`src/rtl/tsc_pkg.sv`:
```
package tsc_pkg;
  typedef enum logic [2:0] {
    ST_OFF  = 3'd0,
    ST_INIT = 3'd1,
    ST_DIS  = 3'd2,
    ST_ACT  = 3'd3,
    ST_FLT  = 3'd4
  } tsc_state_e;
endpackage

```
`src/rtl/tsc_sync.sv`:
```
module tsc_sync #(
  parameter int   STAGES  = 2,
  parameter logic RST_VAL = 1'b1
) (
  input  logic clk_i,
  input  logic rst_ni,
  input  logic d_i,
  output logic q_o
);
  logic [STAGES-1:0] sr_q;

  generate
    if (STAGES == 1) begin : g_one
      always_ff @(posedge clk_i or negedge rst_ni)
        if (!rst_ni) sr_q <= RST_VAL;
        else         sr_q <= d_i;
    end else begin : g_chain
      always_ff @(posedge clk_i or negedge rst_ni)
        if (!rst_ni) sr_q <= {STAGES{RST_VAL}};
        else         sr_q <= {sr_q[STAGES-2:0], d_i};
    end
  endgenerate

  assign q_o = sr_q[STAGES-1];
endmodule

```
`src/rtl/tsc_timer.sv`:
```
// Saturating cycle counter; clear wins over increment.
module tsc_timer #(
  parameter int LIMIT = 16
) (
  input  logic clk_i,
  input  logic rst_ni,
  input  logic clr_i,
  input  logic inc_i,
  output logic done_o
);
  localparam int W = $clog2(LIMIT + 1);
  localparam logic [W-1:0] LIM = W'(LIMIT);

  logic [W-1:0] cnt_q;

  always_ff @(posedge clk_i or negedge rst_ni)
    if (!rst_ni)                  cnt_q <= '0;
    else if (clr_i)               cnt_q <= '0;
    else if (inc_i && cnt_q != LIM) cnt_q <= cnt_q + 1'b1;

  assign done_o = (cnt_q == LIM);

  p_cnt_bound_r10: assert property (@(posedge clk_i) disable iff (!rst_ni)
    cnt_q <= LIM);
  p_cnt_clear_r10: assert property (@(posedge clk_i) disable iff (!rst_ni)
    clr_i |=> !done_o);
endmodule

```
`src/rtl/tsc_fsm.sv`:
```
module tsc_fsm
  import tsc_pkg::*;
(
  input  logic clk_i,
  input  logic rst_ni,
  input  logic pwr_good_i,
  input  logic dis_i,
  input  logic fault_i,
  input  logic init_done_i,
  input  logic hold_done_i,
  output logic init_run_o,
  output logic hold_run_o,
  output logic laser_en_o,
  output logic tx_fault_o
);
  tsc_state_e state_q, state_d;

  always_comb begin
    state_d = state_q;
    if (!pwr_good_i) begin
      state_d = ST_OFF;
    end else begin
      unique case (state_q)
        ST_OFF:  state_d = ST_INIT;
        ST_INIT: if (init_done_i) begin
                   if (fault_i)    state_d = ST_FLT;
                   else if (dis_i) state_d = ST_DIS;
                   else            state_d = ST_ACT;
                 end
        ST_DIS:  if (fault_i)      state_d = ST_FLT;
                 else if (!dis_i)  state_d = ST_ACT;
        ST_ACT:  if (fault_i)      state_d = ST_FLT;
                 else if (dis_i)   state_d = ST_DIS;
        ST_FLT:  if (!dis_i && hold_done_i) state_d = ST_INIT;
        default: state_d = ST_OFF;
      endcase
    end
  end

  always_ff @(posedge clk_i or negedge rst_ni)
    if (!rst_ni) state_q <= ST_OFF;
    else         state_q <= state_d;

  assign init_run_o = (state_q == ST_INIT);
  assign hold_run_o = (state_q == ST_FLT) && dis_i;
  assign laser_en_o = (state_q == ST_ACT);
  assign tx_fault_o = (state_q == ST_FLT);

  p_pwr_loss_r12: assert property (@(posedge clk_i) disable iff (!rst_ni)
    !pwr_good_i |=> !laser_en_o && !tx_fault_o);
  p_dis_off_r4: assert property (@(posedge clk_i) disable iff (!rst_ni)
    dis_i |=> !laser_en_o);
  p_fault_report_r6: assert property (@(posedge clk_i) disable iff (!rst_ni)
    (pwr_good_i && fault_i && (state_q == ST_ACT || state_q == ST_DIS))
      |=> tx_fault_o && !laser_en_o);
  p_fault_clear_r10: assert property (@(posedge clk_i) disable iff (!rst_ni)
    $fell(tx_fault_o) |-> (!$past(pwr_good_i) || ($past(hold_done_i) && !$past(dis_i))));
  p_enable_rise_r5: assert property (@(posedge clk_i) disable iff (!rst_ni)
    $rose(laser_en_o) |-> !$past(dis_i) && !$past(fault_i));
endmodule

```
`src/rtl/tx_safety_ctrl.sv`:
```
module tx_safety_ctrl #(
  parameter int INIT_CYC    = 30_000_000,
  parameter int HOLD_CYC    = 1_000,
  parameter int SYNC_STAGES = 2
) (
  input  logic clk_i,
  input  logic rst_ni,
  input  logic pwr_good_i,
  input  logic tx_disable_i,
  input  logic fault_det_i,
  output logic laser_en_o,
  output logic tx_fault_o
);
  logic dis_s;
  logic init_run, init_done;
  logic hold_run, hold_done;

  tsc_sync #(.STAGES(SYNC_STAGES), .RST_VAL(1'b1)) u_sync (
    .clk_i (clk_i),
    .rst_ni(rst_ni),
    .d_i   (tx_disable_i),
    .q_o   (dis_s)
  );

  tsc_timer #(.LIMIT(INIT_CYC)) u_init_tmr (
    .clk_i (clk_i),
    .rst_ni(rst_ni),
    .clr_i (!init_run),
    .inc_i (init_run),
    .done_o(init_done)
  );

  tsc_timer #(.LIMIT(HOLD_CYC)) u_hold_tmr (
    .clk_i (clk_i),
    .rst_ni(rst_ni),
    .clr_i (!hold_run),
    .inc_i (hold_run),
    .done_o(hold_done)
  );

  tsc_fsm u_fsm (
    .clk_i      (clk_i),
    .rst_ni     (rst_ni),
    .pwr_good_i (pwr_good_i),
    .dis_i      (dis_s),
    .fault_i    (fault_det_i),
    .init_done_i(init_done),
    .hold_done_i(hold_done),
    .init_run_o (init_run),
    .hold_run_o (hold_run),
    .laser_en_o (laser_en_o),
    .tx_fault_o (tx_fault_o)
  );
endmodule

```
`config.mk`:
```
export PLATFORM = sky130hd
export DESIGN_NAME = tx_safety_ctrl
export DESIGN_NICKNAME = d
export VERILOG_FILES = /design/src/rtl/tsc_pkg.sv /design/src/rtl/tsc_sync.sv /design/src/rtl/tsc_timer.sv /design/src/rtl/tsc_fsm.sv /design/src/rtl/tx_safety_ctrl.sv
export SDC_FILE = /design/constraint.sdc
export NUM_CORES = 1
export LEC_CHECK = 0
export BUFFER_PORTS_ARGS = -buffer_cell sky130_fd_sc_hd__buf_2
export CELL_PAD_IN_SITES_DETAIL_PLACEMENT = 1
export CELL_PAD_IN_SITES_GLOBAL_PLACEMENT = 1
export CORE_MARGIN = 2
export CORE_UTILIZATION = 25
export DETAILED_ROUTE_END_ITERATION = 6
export PLACE_DENSITY_LB_ADDON = 0.05
export SYNTH_ARGS = -nofsm -noshare
export SYNTH_HDL_FRONTEND = slang
export SYNTH_SLANG_ARGS = --single-unit
```
`constraint.sdc`:
```
create_clock -name clk_i -period 3.15 [get_ports clk_i]
set_input_delay 0.63 -clock clk_i [delete_from_list [all_inputs] [get_ports clk_i]]
set_output_delay 0.63 -clock clk_i [all_outputs]
set_load 0.02 [all_outputs]
```
==> results of run 1 <==
## layer usage
metal	GRT usage, %	vias to the layer above	wire length (µm)
li1	-	863	-
met1	18.69	876	3055
met2	19.91	9	2540
met3	2.319	2	104
met4	3.477	0	36
met5	0	-	0
## how the worst min path moves through the flow
stage                                   from                            to  slack, ns  cells after the start
finish              u_sync.sr_q[0]$_DFF_PN1_      u_sync.sr_q[1]$_DFF_PN1_       0.36                      0
global route        u_sync.sr_q[0]$_DFF_PN1_      u_sync.sr_q[1]$_DFF_PN1_       0.37                      0
CTS                 u_sync.sr_q[0]$_DFF_PN1_      u_sync.sr_q[1]$_DFF_PN1_       0.36                      0
detailed placement  u_sync.sr_q[0]$_DFF_PN1_      u_sync.sr_q[1]$_DFF_PN1_       0.35                      0
global placement    u_sync.sr_q[0]$_DFF_PN1_      u_sync.sr_q[1]$_DFF_PN1_       0.35                      0
floorplan                             rst_ni  u_fsm.state_q[0]$_DFFE_PN0P_       0.33                      0
## area by class of cell
type                    instances  share of cell area, %
clock inverters                 1                 0.2068
well taps                     108                  5.584
clock buffers                   6                  2.999
inverters                       8                  1.241
multi-input cells             178                  47.26
repair buffers                  6                  1.241
flip-flops and latches         40                  41.47
## critical path, stage by stage, from the launching register on
cell and delay, ns:
dfrtp_1 0.43, inv_1 0.10, ha_1 0.13, nor4bb_1 0.45, nand4_1 0.30, o41ai_1 0.45
o21ai_0 0.16
## placed cells by master, fill, tap and decap left out, types with 8 or more instances in the layout
cell,count
a21oi_1,16
dfrtp_1,38
inv_1,8
nand2_1,19
nand3_1,14
nand4_1,8
nor2_1,20
o21ai_0,9
o31ai_1,8
or4_1,9
xnor2_1,9
## power by group through the flow
stage	clock [mW]	combinational, mW	sequential [mW]
3_3_place_gp	0	0.0739	0.550
2_1_floorplan	0	0.0469	0.545
6_report	0.339	0.0695	0.540
5_1_grt	0.380	0.0820	0.543
3_5_place_dp	0	0.0733	0.550
4_1_cts	0.358	0.0739	0.540
## cell families (layout without fill, tap and decap cells)
kind of cell    count (synthesis)  count (layout)
compound gates                 40              40
mux                             4               4
flops                          40              40
buf+inv                        18              21
xor+xnor                       15              15
fa+ha+maj                       4               4
simple gates                  115             115
## stage by stage
stage / instance area (µm²) / utilization (%)
2_1_floorplan: 2262 / -
3_3_place_gp: 2342 / 26.73
3_5_place_dp: 2342 / 26.73
4_1_cts: 2420 / 27.61
5_1_grt: 2420 / 27.61
6_report: 2420 / 27.61
## state kept, by name, summed over array words and instances, names as in the netlist
name / count
u_init_tmr.cnt_q: 25
u_hold_tmr.cnt_q: 10
u_fsm.state_q: 3
u_sync.sr_q: 2
==> metrics.md, run 1 <==
| Metric | Value |
|---|---|
| Post-DR vias/cell | about 5.0 |
| Fraction of final layout cells sized beyond drive strength 1 | roughly 10% |
| Clock Skews | 0.01334 ns |
| Distinct cell type count after synthesis | 42 |
| Number of buffers added on ports | 6 |
| Clock edge transition at the registers on the reported setup and hold paths | around 0.090 ns |
| Fraction of synthesized area in multiplexers | approximately 1.8% |
| Cell type with the highest aggregate area in the netlist | dfrtp_1 |
| Proportion of synthesized flip-flops having asynchronous set or reset | 100.0% |
| Area fraction in compound gates after synthesis | 10.56% |
| Number of hold buffers added after cts | 0 |
| Class of the most critical setup path | flip-flop to flip-flop |
| DRT Wirelength | 5.736 mm |
| Area added between synthesis and finish | 6.969% |
| Switching share of power | about a quarter |
| Horizontal die dimension | 99.13 µm |
| Largest net degree at the start of global routing | about 40 |
| Max capacitance violation total | 0 |
| Total Routing Usage GR | about an eighth |
| Clock Latency Late Sink | around 0.29 ns |
| Detailed-placement wirelength estimate | approximately 4.0 mm |
| Destination of the worst register-to-register timing path | u_fsm.state_q[0]$_DFFE_PN0P_ |
| Total number of vias | 1,750 |
| Multi-input gate area in the final layout | 1144 µm² |
| Sum of negative setup slack | 0 ns |
| Post-layout minimum cycle time | approximately 2.1 ns |
| Layout Nets | ~250 |
| Wire length per cell | 16.53 µm |
| Power per Cell Area | 391.9 nW/µm² |
| Initial detailed-routing violation count | between 60 and 70 |
| Net Sw Power | 251.3 µW |
| Maximum achievable frequency | between 400 and 500 MHz |
| Synthesized-area fraction occupied by and/or/nand/nor cells | about 30% |
| Launch point of the worst reg-to-reg path | u_init_tmr.cnt_q[0]$_DFFE_PN0P_ |
| Cell-internal power | about 700 µW |
| Sort of element at the end of the critical path | flip-flop |
| Root buffer cell | clkbuf_8 |
| Worst Setup SP | u_init_tmr.cnt_q[0]$_DFFE_PN0P_ |
| Relative slew slack | 36.56% |
| Global-route wire length before repair | 9.991 mm |
| Predominant post-synthesis flop cell | dfrtp_1 |
| Placement Rows | 34 |
| Setup Viol. Count Final | 0 |
| Crit start category | flip-flop |
| Final Power | roughly 950 µW |
| Synthesized flop and latch total | 40 |
| Main area contributors after synthesis | dfrtp_1, a21oi_1, xnor2_1 |
| Syn Std Cell Area | about 2300 µm² |
| Clock tree from TritonCTS | done |
| Number of gates resized after cts | 0 |
| Cells after synthesis | ~240 |
| Slew at the pin closest to its max-slew limit | around 0.95 ns |
| Area of the die | 9826 µm² |
| Footprint of the flip-flops and latches | between 1000 and 1500 µm² |
| Number of diodes | 0 |
| Hold Vio Cnt, Final | 0 |
| Largest family of logic cells by synthesized area | simple AND/OR/NAND/NOR gates |
| Number of iterations in the first detailed-routing pass | 3 |
| Fraction of power consumed by sequential logic | 56.9% |
| Post-synth top area share | between 40% and 50% |
| Post-placement setup slack | between 1 and 1.5 ns |
| Data required time of the critical path | approximately 3.3 ns |
| Total number of yosys warnings | 0 |
| Cell Count Post-Placement | 340 |
| Xor and xnor fraction of the mapped netlist area | about 5.8% |
| IR Drop Worst-Case VDD | around 130 µV |
| Post-CTS repair timing setup buffer count | 0 |
| Fin. max-slew vios | 0 |
| Data arrival time of the critical path | roughly 2.3 ns |
| H-tree levels | 2 |
| Clock power frac | between 30 and 40% |
| Remaining global-route overflow | 0 |
| Result of the run | completed |
| Final estimated routing congestion in global placement | 0.7308 |
| Relative contribution of combinational cells to total power | 7.3% |
| Number of remaining DRC errors | 0 |
| Unrepaired setup endpoints after global routing | no |
| Count of flip-flops with a built-in enable after synthesis | 0 |
| Net count after synthesis | around 250 |
| Post-synthesis area per instance | approximately 9.6 µm² |
| Clock buffer count from CTS | 5 |
| Number of global-route vias before repair | 1,917 |
| Fillers | slightly above 1,000 |
| Core ar. | ~9000 µm² |
| Number of antenna violations at the first check in global routing | 0 |
| Part of the Yosys area used for sequential elements | 44.36% |
| Maximum number of buffers from clock root to sink | 2 |
| Initial core utilization | 25.81% |
| Length in cells of the worst reg-to-reg path | 6 |
| Number of ports placed on the die boundary | 7 |
| End point of the critical path | u_fsm.state_q[0]$_DFFE_PN0P_ |
| Post-route ant nets | 0 |
| Synth Area in Adders | about 2.2% |
| Die outline height | slightly below 100 µm |
| Most frequent cell after synthesis | dfrtp_1 |
| Worst Path Max Fanout | 5 |
| Path type of the worst min-delay path | flip-flop to flip-flop |
| Sinks on the clock net | 40 |
| Final non-filler cell total | roughly 350 |
| Final Cycle Share | about two thirds |
| Worst hold slack | between 0.3 and 0.4 ns |
| Cell types with the highest counts after synthesis | dfrtp_1, nor2_1, nand2_1 |
| Lkg Pwr | ~0.9 nW |
| Setup slack on the worst flop-to-flop path | 1.00 ns |
| Final critical-path setup slack | around 1 ns |
No activity file was read; power rests on OpenSTA's default activity.
==> run 2: changes to the inputs <==
==> constraint.sdc (replaced) <==
create_clock -name clk_i -period 2.1 [get_ports clk_i]
set_input_delay 0.42 -clock clk_i [delete_from_list [all_inputs] [get_ports clk_i]]
set_output_delay 0.42 -clock clk_i [all_outputs]
set_load 0.02 [all_outputs]
==> run 2 against run 1 <==
- sequential share of layout area is 2.0 points lower
- via count is 1.5% higher
- clock power is 110% higher
- sequential power is 50% higher
- maximum frequency rose by 11%
- count of clock-buffer cells in the layout increased by 1
- hold slack lost 0.17 ns
- critical endpoint is now u_fsm.state_q[2]$_DFFE_PN0P_
- largest cell class unchanged
- highest routed layer unchanged
==> metrics.md, run 2 (synthesis gave the netlist of run 1 again) <==
| Metric | Value |
|---|---|
| Number of ports placed on the die boundary | 7 |
| Class of the most critical setup path | flip-flop to flip-flop |
| Number of buffers added on ports | 6 |
| Initial core utilization | about a quarter |
| Relative slew slack | 47.75% |
| IR Drop Worst-Case VDD | 201.4 µV |
| Largest net degree at the start of global routing | 32 |
| Sort of element at the end of the critical path | flip-flop |
| Wire length per cell | between 15 and 20 µm |
| Placement Rows | 34 |
| Result of the run | completed |
| Maximum achievable frequency | around 520 MHz |
| Slew at the pin closest to its max-slew limit | between 0.7 and 0.8 ns |
| Detailed-placement wirelength estimate | just over 4 mm |
| Clock Latency Late Sink | 0.30 ns |
| Lkg Pwr | between 0.9 and 1 nW |
| Flip-flop count of the largest register, all copies and words added | 25 |
| Total Routing Usage GR | 12.93% |
| Worst hold slack | approximately 0.19 ns |
| Post-layout minimum cycle time | 1.929 ns |
| Crit start category | flip-flop |
| Worst Path Max Fanout | 5 |
| Cell Count Post-Placement | 348 |
| Initial detailed-routing violation count | between 70 and 80 |
| Power per Cell Area | 643.8 nW/µm² |
| Clock edge transition at the registers on the reported setup and hold paths | ~0.09 ns |
| Area of the die | approximately 9800 µm² |
| Final non-filler cell total | approximately 360 |
| Final Cycle Share | between 90% and 100% |
| Setup Viol. Count Final | 0 |
| Number of iterations in the first detailed-routing pass | 4 |
| Area added between synthesis and finish | 12.44% |
| Footprint of the flip-flops and latches | about 1000 µm² |
| Horizontal die dimension | 99.13 µm |
| DRT Wirelength | 5.854 mm |
| Number of antenna violations at the first check in global routing | 0 |
| Number of buffer and inverter instances along the worst setup path | 2 |
| Post-route ant nets | 0 |
| Final Power | between 1.5 and 2 mW |
| Hold Vio Cnt, Final | 0 |
| Worst path cell trace | inv_1 -> ha_1 -> nor4bb_1 -> nand4_1 -> buf_4 -> or3_1 -> a31oi_1 |
| Number of global-route vias before repair | 1,900 |
| Cell area after layout | around 2500 µm² |
| Number of diodes | 0 |
| Total number of vias | between 1,500 and 2,000 |
| Sinks on the clock net | 40 |
| Clock Skews | roughly 0.012 ns |
| Fillers | 1,017 |
| Die outline height | 99.13 µm |
| Remaining global-route overflow | 0 |
| Global-route wire length before repair | about 10 mm |
| Data arrival time of the critical path | around 2.2 ns |
| Data required time of the critical path | about 2.3 ns |
| Max capacitance violation total | 0 |
| Multi-input gate area in the final layout | between 1000 and 1500 µm² |
| Register with the most flip-flops | u_init_tmr.cnt_q |
| Clock buffer count from CTS | 5 |
| Cell class contributing the biggest share of worst-path delay | simple AND/OR/NAND/NOR gates |
| Maximum number of buffers from clock root to sink | 2 |
| Final estimated routing congestion in global placement | about 0.75 |
| Layout Nets | around 260 |
| Root buffer cell | clkbuf_8 |
| Core ar. | 8763 µm² |
| Clock tree from TritonCTS | done |
| Fin. max-slew vios | 0 |
| Post-DR vias/cell | around 5 |
| Fraction of final layout cells sized beyond drive strength 1 | between 10 and 15% |
| Path type of the worst min-delay path | input port to asynchronous set/reset pin |
| Most used cells in the layout excluding fill and tap cells | dfrtp_1, nor2_1, nand2_1 |
| Most common cell after layout, fill and taps aside | dfrtp_1 |
| Number of remaining DRC errors | 0 |
| Slowest cell delay on critical path | about 0.43 ns |
| Critical Path Slowest Stage Cell | dfrtp_1 |
| H-tree levels | 2 |
| Leading registers by flop count | u_init_tmr.cnt_q (25), u_hold_tmr.cnt_q (10), u_fsm.state_q (3) |
| Placed cell areas | roughly 2400 µm² |
==> run 2: changes by cell type in the layout (fill, tap and decap cells not counted), sizes merged <==
cell and change:
buf +9, bufinv +1, clkbuf +1, clkinv -1
==> run 2: per-stage QoR <==
stage | worst slack, ns | TNS, ns | util, %
2_1_floorplan | 0.4127 | 0 | -
3_3_place_gp | 0.1796 | 0 | 27.41
3_5_place_dp | 0.1442 | 0 | 27.41
4_1_cts | 0.1091 | 0 | 28.85
5_1_grt | -0.001494 | -0.001494 | 29.03
6_report | 0.1709 | 0 | 29.03
==> run 2: power breakdown <==
group | internal, mW | switching, mW
Combinational | 0.0340 | 0.0738
Clock | 0.420 | 0.300
Sequential | 0.787 | 0.0227
==> run 2: metal layers <==
layer	track usage (%)	share of wire, %	up-vias
li1	-	-	878
met2	19.44	43	22
met5	0	0	-
met1	18.76	53	872
met4	3.161	1.0	0
met3	3.162	2.7	5
==> run 2: repair_timing <==
action	4_1_cts	5_1_grt
setup endpoints to repair	0	2
setup buffers	0	1
hold buffers	0	0
gates resized for setup	0	1
==> run 2: layout make-up <==
cell class | count | area share (%)
tap | 108 | 5.312
clock buffer | 7 | 3.788
clock inverter | 1 | 1.181
timing repair buffer | 15 | 3.837
multi-input combinational | 178 | 45.25
sequential | 40 | 39.45
inverter | 8 | 1.181
==> run 2: path summary, 6_finish.rpt <==
path	startpoint	endpoint	slack, ns	cells after the start
max	u_init_tmr.cnt_q[0]$_DFFE_PN0P_	u_fsm.state_q[2]$_DFFE_PN0P_	0.17	7
min	rst_ni	u_init_tmr.cnt_q[20]$_DFFE_PN0P_	0.19	1
max reg2reg	u_init_tmr.cnt_q[0]$_DFFE_PN0P_	u_fsm.state_q[2]$_DFFE_PN0P_	0.17	7
min reg2reg	u_sync.sr_q[0]$_DFF_PN1_	u_sync.sr_q[1]$_DFF_PN1_	0.36	0
max in group asynchronous	rst_ni	u_init_tmr.cnt_q[11]$_DFFE_PN0P_	1.28	2
min in group clk_i	tx_disable_i	u_sync.sr_q[0]$_DFF_PN1_	0.21	1
